[config.mk]
export PLATFORM = sky130hd
export DESIGN_NAME = dual_plane_status_rd
export DESIGN_NICKNAME = d
export VERILOG_FILES = /design/src/rtl/fsr_pkg.sv /design/src/rtl/fsr_op_fsm.sv /design/src/rtl/fsr_toggle_pair.sv /design/src/rtl/fsr_status_mux.sv /design/src/rtl/dual_plane_status_rd.sv
export SDC_FILE = /design/constraint.sdc
export NUM_CORES = 1
export LEC_CHECK = 0
export ABC_AREA = 1
export BUFFER_PORTS_ARGS = -buffer_cell sky130_fd_sc_hd__buf_2
export CELL_PAD_IN_SITES_DETAIL_PLACEMENT = 1
export CELL_PAD_IN_SITES_GLOBAL_PLACEMENT = 2
export CORE_ASPECT_RATIO = 2
export CORE_MARGIN = 1.5
export CORE_UTILIZATION = 28
export CTS_BUF_LIST = sky130_fd_sc_hd__clkbuf_8
export CTS_CLUSTER_DIAMETER = 200
export DETAILED_ROUTE_END_ITERATION = 10
export GPL_TIMING_DRIVEN = 0
export PLACE_DENSITY = 0.83
export RECOVER_POWER = 100
export SLEW_MARGIN = 0
export SYNTH_ARGS = -nofsm -noshare
export SYNTH_HDL_FRONTEND = slang
export SYNTH_SLANG_ARGS = --single-unit
[constraint.sdc]
create_clock -name clk -period 2.8 [get_ports clk]
set_clock_uncertainty 0.05 [all_clocks]
set_input_delay 0.42 -clock clk [delete_from_list [all_inputs] [get_ports clk]]
set_output_delay 0.42 -clock clk [all_outputs]
set_load 0.01 [all_outputs]
[src/rtl/fsr_pkg.sv]
package fsr_pkg;

    typedef enum logic [2:0] {
        ST_IDLE,
        ST_PROG,
        ST_ERASE,
        ST_SUSP,
        ST_SUSP_PROG
    } op_state_e;

    // Low-byte overlay: which status bits replace array data, their values,
    // and which toggle flops the read consumes.
    typedef struct packed {
        logic ovr7;
        logic ovr6;
        logic ovr2;
        logic v7;
        logic v6;
        logic v2;
        logic adv6;
        logic adv2;
    } status_ovl_t;

endpackage

[src/rtl/fsr_op_fsm.sv]
module fsr_op_fsm
    import fsr_pkg::*;
#(
    parameter int PW = 1,
    parameter int SW = 6
) (
    input  logic          clk,
    input  logic          rst_n,
    input  logic          start_prog,
    input  logic          start_erase,
    input  logic          suspend,
    input  logic          resume,
    input  logic          finish,
    input  logic [PW-1:0] prog_plane_in,
    input  logic          prog_msb_in,
    input  logic [PW-1:0] erase_plane_in,
    input  logic [SW-1:0] erase_sector_in,
    output op_state_e     state,
    output logic [PW-1:0] prog_plane_q,
    output logic          prog_msb_q,
    output logic [PW-1:0] erase_plane_q,
    output logic [SW-1:0] erase_sector_q,
    output logic          op_load,
    output logic          busy
);

    op_state_e nxt_state;
    logic      take_prog;
    logic      take_erase;

    // Next-state and event acceptance.
    always_comb begin
        nxt_state  = state;
        take_prog  = 1'b0;
        take_erase = 1'b0;
        unique case (state)
            ST_IDLE: begin
                if (start_prog) begin
                    nxt_state = ST_PROG;
                    take_prog = 1'b1;
                end else if (start_erase) begin
                    nxt_state  = ST_ERASE;
                    take_erase = 1'b1;
                end
            end
            ST_PROG: begin
                if (finish) nxt_state = ST_IDLE;
            end
            ST_ERASE: begin
                if (finish)       nxt_state = ST_IDLE;
                else if (suspend) nxt_state = ST_SUSP;
            end
            ST_SUSP: begin
                if (start_prog) begin
                    nxt_state = ST_SUSP_PROG;
                    take_prog = 1'b1;
                end else if (resume) begin
                    nxt_state = ST_ERASE;
                end
            end
            ST_SUSP_PROG: begin
                if (finish) nxt_state = ST_SUSP;
            end
            default: nxt_state = ST_IDLE;
        endcase
    end

    // State and context registers.
    always_ff @(posedge clk or negedge rst_n) begin
        if (!rst_n) begin
            state          <= ST_IDLE;
            prog_plane_q   <= '0;
            prog_msb_q     <= 1'b0;
            erase_plane_q  <= '0;
            erase_sector_q <= '0;
        end else begin
            state <= nxt_state;
            if (take_prog) begin
                prog_plane_q <= prog_plane_in;
                prog_msb_q   <= prog_msb_in;
            end
            if (take_erase) begin
                erase_plane_q  <= erase_plane_in;
                erase_sector_q <= erase_sector_in;
            end
        end
    end

    // Outputs decoded from the current state.
    always_comb begin
        op_load = take_prog | take_erase;
        unique case (state)
            ST_PROG, ST_ERASE, ST_SUSP_PROG: busy = 1'b1;
            default:                         busy = 1'b0;
        endcase
    end

endmodule

[src/rtl/fsr_toggle_pair.sv]
module fsr_toggle_pair #(
    parameter int NUM_TGL = 2
) (
    input  logic               clk,
    input  logic               rst_n,
    input  logic               load,
    input  logic [NUM_TGL-1:0] adv,
    output logic [NUM_TGL-1:0] q
);

    for (genvar g = 0; g < NUM_TGL; g++) begin : g_tgl
        always_ff @(posedge clk or negedge rst_n) begin
            if (!rst_n)      q[g] <= 1'b0;
            else if (load)   q[g] <= 1'b0;
            else if (adv[g]) q[g] <= ~q[g];
        end
    end

endmodule

[src/rtl/fsr_status_mux.sv]
module fsr_status_mux
    import fsr_pkg::*;
#(
    parameter int PW = 1,
    parameter int SW = 6
) (
    input  op_state_e     state,
    input  logic [PW-1:0] rd_plane,
    input  logic [SW-1:0] rd_sector,
    input  logic [PW-1:0] prog_plane,
    input  logic          prog_msb,
    input  logic [PW-1:0] erase_plane,
    input  logic [SW-1:0] erase_sector,
    input  logic          tgl6,
    input  logic          tgl2,
    output status_ovl_t   ovl
);

    logic hit_prog;
    logic hit_erase_plane;
    logic hit_held_sector;

    assign hit_prog        = (rd_plane == prog_plane);
    assign hit_erase_plane = (rd_plane == erase_plane);
    assign hit_held_sector = (rd_sector == erase_sector);

    always_comb begin
        ovl = '0;
        unique case (state)
            ST_IDLE: ovl = '0;
            ST_PROG: begin
                if (hit_prog) begin
                    ovl.ovr7 = 1'b1; ovl.v7 = ~prog_msb;
                    ovl.ovr6 = 1'b1; ovl.v6 = tgl6; ovl.adv6 = 1'b1;
                    ovl.ovr2 = 1'b1; ovl.v2 = 1'b1;
                end
            end
            ST_ERASE: begin
                if (hit_erase_plane) begin
                    ovl.ovr7 = 1'b1; ovl.v7 = 1'b0;
                    ovl.ovr6 = 1'b1; ovl.v6 = tgl6; ovl.adv6 = 1'b1;
                    ovl.ovr2 = 1'b1; ovl.v2 = tgl2; ovl.adv2 = 1'b1;
                end
            end
            ST_SUSP: begin
                if (hit_held_sector) begin
                    ovl.ovr7 = 1'b1; ovl.v7 = 1'b1;
                    ovl.ovr6 = 1'b1; ovl.v6 = 1'b1;
                    ovl.ovr2 = 1'b1; ovl.v2 = tgl2; ovl.adv2 = 1'b1;
                end
            end
            ST_SUSP_PROG: begin
                if (hit_prog) begin
                    ovl.ovr7 = 1'b1; ovl.v7 = ~prog_msb;
                    ovl.ovr6 = 1'b1; ovl.v6 = tgl6; ovl.adv6 = 1'b1;
                    ovl.ovr2 = 1'b1; ovl.v2 = tgl2; ovl.adv2 = 1'b1;
                end else if (hit_held_sector) begin
                    ovl.ovr7 = 1'b1; ovl.v7 = 1'b1;
                    ovl.ovr6 = 1'b1; ovl.v6 = 1'b1;
                    ovl.ovr2 = 1'b1; ovl.v2 = tgl2; ovl.adv2 = 1'b1;
                end
            end
            default: ovl = '0;
        endcase
    end

endmodule

[src/rtl/dual_plane_status_rd.sv]
module dual_plane_status_rd
    import fsr_pkg::*;
#(
    parameter int DW = 16,
    parameter int PW = 1,
    parameter int SW = 6
) (
    input  logic          clk,
    input  logic          rst_n,
    input  logic          start_prog,
    input  logic          start_erase,
    input  logic          suspend,
    input  logic          resume,
    input  logic          finish,
    input  logic [PW-1:0] prog_plane,
    input  logic [7:0]    prog_byte,
    input  logic [PW-1:0] erase_plane,
    input  logic [SW-1:0] erase_sector,
    input  logic          rd_strobe,
    input  logic [PW-1:0] rd_plane,
    input  logic [SW-1:0] rd_sector,
    input  logic [DW-1:0] array_data,
    input  logic          byte_mode,
    output logic [DW-1:0] rd_data,
    output logic          rd_valid,
    output logic          rdy_drive_low
);

    localparam int HI_W = DW - 8;

    op_state_e     cur_state;
    logic [PW-1:0] prog_plane_q;
    logic          prog_msb_q;
    logic [PW-1:0] erase_plane_q;
    logic [SW-1:0] erase_sector_q;
    logic          op_load;
    logic [1:0]    tgl_q;
    logic [1:0]    tgl_adv;
    status_ovl_t   ovl;
    logic [7:0]    lo_byte;
    logic [HI_W-1:0] hi_byte;

    fsr_op_fsm #(.PW(PW), .SW(SW)) i_fsm (
        .clk             (clk),
        .rst_n           (rst_n),
        .start_prog      (start_prog),
        .start_erase     (start_erase),
        .suspend         (suspend),
        .resume          (resume),
        .finish          (finish),
        .prog_plane_in   (prog_plane),
        .prog_msb_in     (prog_byte[7]),
        .erase_plane_in  (erase_plane),
        .erase_sector_in (erase_sector),
        .state           (cur_state),
        .prog_plane_q    (prog_plane_q),
        .prog_msb_q      (prog_msb_q),
        .erase_plane_q   (erase_plane_q),
        .erase_sector_q  (erase_sector_q),
        .op_load         (op_load),
        .busy            (rdy_drive_low)
    );

    fsr_status_mux #(.PW(PW), .SW(SW)) i_mux (
        .state        (cur_state),
        .rd_plane     (rd_plane),
        .rd_sector    (rd_sector),
        .prog_plane   (prog_plane_q),
        .prog_msb     (prog_msb_q),
        .erase_plane  (erase_plane_q),
        .erase_sector (erase_sector_q),
        .tgl6         (tgl_q[1]),
        .tgl2         (tgl_q[0]),
        .ovl          (ovl)
    );

    assign tgl_adv = {rd_strobe & ovl.adv6, rd_strobe & ovl.adv2};

    fsr_toggle_pair #(.NUM_TGL(2)) i_tgl (
        .clk   (clk),
        .rst_n (rst_n),
        .load  (op_load),
        .adv   (tgl_adv),
        .q     (tgl_q)
    );

    always_comb begin
        lo_byte    = array_data[7:0];
        if (ovl.ovr7) lo_byte[7] = ovl.v7;
        if (ovl.ovr6) lo_byte[6] = ovl.v6;
        if (ovl.ovr2) lo_byte[2] = ovl.v2;
        hi_byte    = byte_mode ? '0 : array_data[DW-1:8];
    end

    always_ff @(posedge clk or negedge rst_n) begin
        if (!rst_n) begin
            rd_data  <= '0;
            rd_valid <= 1'b0;
        end else begin
            rd_valid <= rd_strobe;
            if (rd_strobe) rd_data <= {hi_byte, lo_byte};
        end
    end

endmodule

==> qor.yml <==
setup_path:
  worst-setup-path-type: "reg2out"
  critPathArrivalTime_ns: 1.65
  cpPeakStageDelay_ns: 0.39
  path_max_fanout: 5
  r2r_slack_ns: 0.87
  path_cells: "inv_1 -> nand2_1 -> nor2_1 -> inv_1 -> nand3b_1 -> clkbuf_1"
  slowest_stage: "dfrtp_1"
  crit_path_end_kind: "output pin"
  critPathLaunchType: "flop"
  cp_data_required_time_ns: 2.33
  crit_top_cell: "inv_1"
timing:
  tightest_slew_ns: 1.773
  rsz0062_at_grt: "false"
  setup_viol: 0
  period_needed_ns: 2.120
  hold_viol: 0
  holdWs_ns: 0.2362
  fin_setup_tns_ns: 0
  period_share_pct: 75.71
  slew_violations: 32
  fmax_ghz: 0.4717
  slew_headroom_pct: -18.18
logic_synthesis:
  yosys-top-cells-area: "dfrtp_1 48%, nand2_1 18%, inv_1 7.9%, o21ai_0 5.2%, nor2_1 3.9%"
  synthDominantCellAreaShare_pct: 47.84
  yosys-top-cells-count: "78 x nand2_1, 34 x inv_1, 31 x dfrtp_1"
  postSynth.asyncResetShare_pct: 100.0
  synth_nets: 264
  synth_cell_types: 25
  synth_largest_area_cell: "dfrtp_1"
  synth_flop_cell: "dfrtp_1"
  ys_seq_area_share_pct: 47.84
  synth-edff-count: 0
  ys_ff_latch: 31
  postSynthCellCount: 216
  synth_warnings: 0
  yosys.cell_count.top_type: "nand2_1"
  synth_area_um2: 1622
  synth.avg_cell_area_um2: 7.507
die:
  start_util_pct: 28.65
  die_h_um: 110.6
  dieWidth_um: 56.81
  io_pins: 66
  dieArea_um2: 6284
  rows: 39
  coreArea_um2: 5660
clock_network:
  cts_resized: 0
  cts_buffer_depth: 2
  cts_buffers: 5
  htree_levels: 2
  cts.clk_slew.worst_paths_ns: 0.07
  clock_sinks: 31
  hold_buffers: 0
  worstSkewPairLatency_ns: 0.29
  clockRootBuffer: "clkbuf_8"
  cts_setup_buffers: 0
  cts_tree: "done"
job:
  cap_violations: 1
pwr:
  p_per_area_nw_per_um2: 834.4
  sw_frac_of_total_pct: 36.81
  p_clk_share_pct: 27.0
  pwr-share-comb_pct: 35.3
  seqPwrFrac_pct: 37.7
  intPower_mw: 1.081
  ir_drop_v: 0.0005277
  p_leak_nw: 1.127
  switching_power_mw: 0.6294
placement:
  dp_hpwl_um: 3470
  dp.cells: 335
  portBuffers: 58
  place_congestion: 0.7788
routing:
  drt-pass1-iter-count: 4
  drt-total-wl_um: 4349
  vias: 1556
  viasPerCell: 4.536
  drc: 0
  detail_route.wl_per_cell_um: 12.68
  drt_iter0_markers: 31
  drtAntennaViolNets: 0
global_route:
  grt_max_degree: 32
  grt_antenna_before_repair: 0
  overflow: 0
  grtUsageTotal_pct: 15.50
  grt_first_pass_wirelength_um: 7500
  first_global_vias: 1618
finish:
  areaGrowthSynthToFinish_pct: 26.39
  diodes: 0
  nFillCells: 756
  final_nets: 329
  drive_gt1_share_pct: 20.21
  post-route-util_pct: 36.21
  final_cells: 343
status:
  status: "finished with violations"
  violations: "max-capacitance violations, max-slew violations"
hold_path:
  hp-class: "in2reg"
-- worst max-delay path: cells and delay by family (launching register included) --
kind                   cells  cell delay (ns)
buffers and inverters      3             0.45
flip-flops                 1             0.39
AND/OR/NAND/NOR            3             0.51
-- stage by stage --
| stage | worst slack, ns | cell area (um2) | total power, mW |
|---|---|---|---|
| final | 0.6802 | 2049 | 1.710 |
| after global routing | 0.5150 | 2049 | 1.864 |
| after CTS | 0.8861 | 2106 | 1.790 |
| after detailed placement | 1.084 | 1988 | 1.311 |
| after global placement | 1.122 | 1988 | 1.287 |
| after floorplan | 1.368 | 1622 | 1.096 |
-- power by group through the flow --
stage | clock [mW] | sequential, mW | combinational, mW
floorplan | 0 | 0.654 | 0.442
global placement | 0 | 0.645 | 0.642
detailed placement | 0 | 0.654 | 0.656
CTS | 0.483 | 0.647 | 0.660
global route | 0.493 | 0.665 | 0.706
finish | 0.461 | 0.645 | 0.604
-- area by class of cell --
cell class | count | area, um2 | area share (%)
flip-flops and latches | 31 | 775.7 | 37.85
clock inverters | 2 | 35.03 | 1.709
repair buffers | 58 | 265.3 | 12.94
well taps | 61 | 76.32 | 3.724
inverters | 36 | 135.1 | 6.593
plain buffers | 4 | 18.77 | 0.9157
multi-input cells | 145 | 660.6 | 32.23
clock buffers | 6 | 82.58 | 4.029
-- kinds of logic after synthesis --
family                 after synthesis  share of synthesized area, %
multiplexers                         2                         1.389
buffers and inverters               40                         9.954
XOR/XNOR                             2                         1.080
flip-flops                          31                         47.84
AND/OR/NAND/NOR                    120                         32.41
AO/OA/AOI/OAI                       21                         7.331
-- routing by layer --
layer	share of wire (%)	global-route usage, %	vias to the layer above
met5	0	0	-
met4	3.2	8.837	0
met3	4.0	3.279	10
met2	57	28.22	36
met1	36	15.53	726
li1	-	-	784
-- state kept, by name (all words and copies together), names as in the netlist --
signal                count
i_fsm.erase_sector_q      6
i_tgl.q                   2
i_fsm.prog_plane_q        1
i_fsm.state               3
rd_valid                  1
i_fsm.erase_plane_q       1
rd_data                  16
i_fsm.prog_msb_q          1
-- final timing paths --
check | from | end | cells past startpoint
min in group asynchronous | rst_n | i_fsm.state[2] | 1
hold reg to reg | rd_data[4] | rd_data[4] | 2
hold / removal | rd_strobe | rd_valid | 1
max in group asynchronous | rst_n | rd_data[14] | 1
setup reg to reg | i_fsm.state[1] | i_fsm.erase_sector_q[1] | 7
setup / recovery | i_fsm.state[1] | rdy_drive_low | 6
-- placed cells by master, fill, tap and decap left out, drive strengths merged, types with 2 or more instances in the layout --
cell	Yosys	final
nor2	21	21
nand3	8	8
buf	1	38
o21ai	19	19
clkbuf	3	30
dfrtp	31	31
nand4	4	4
inv	36	36
nand2	80	80
or2	2	2
nor3	4	4
mux2	2	2
xnor2	2	2
No activity file was read; power rests on OpenSTA's default activity.
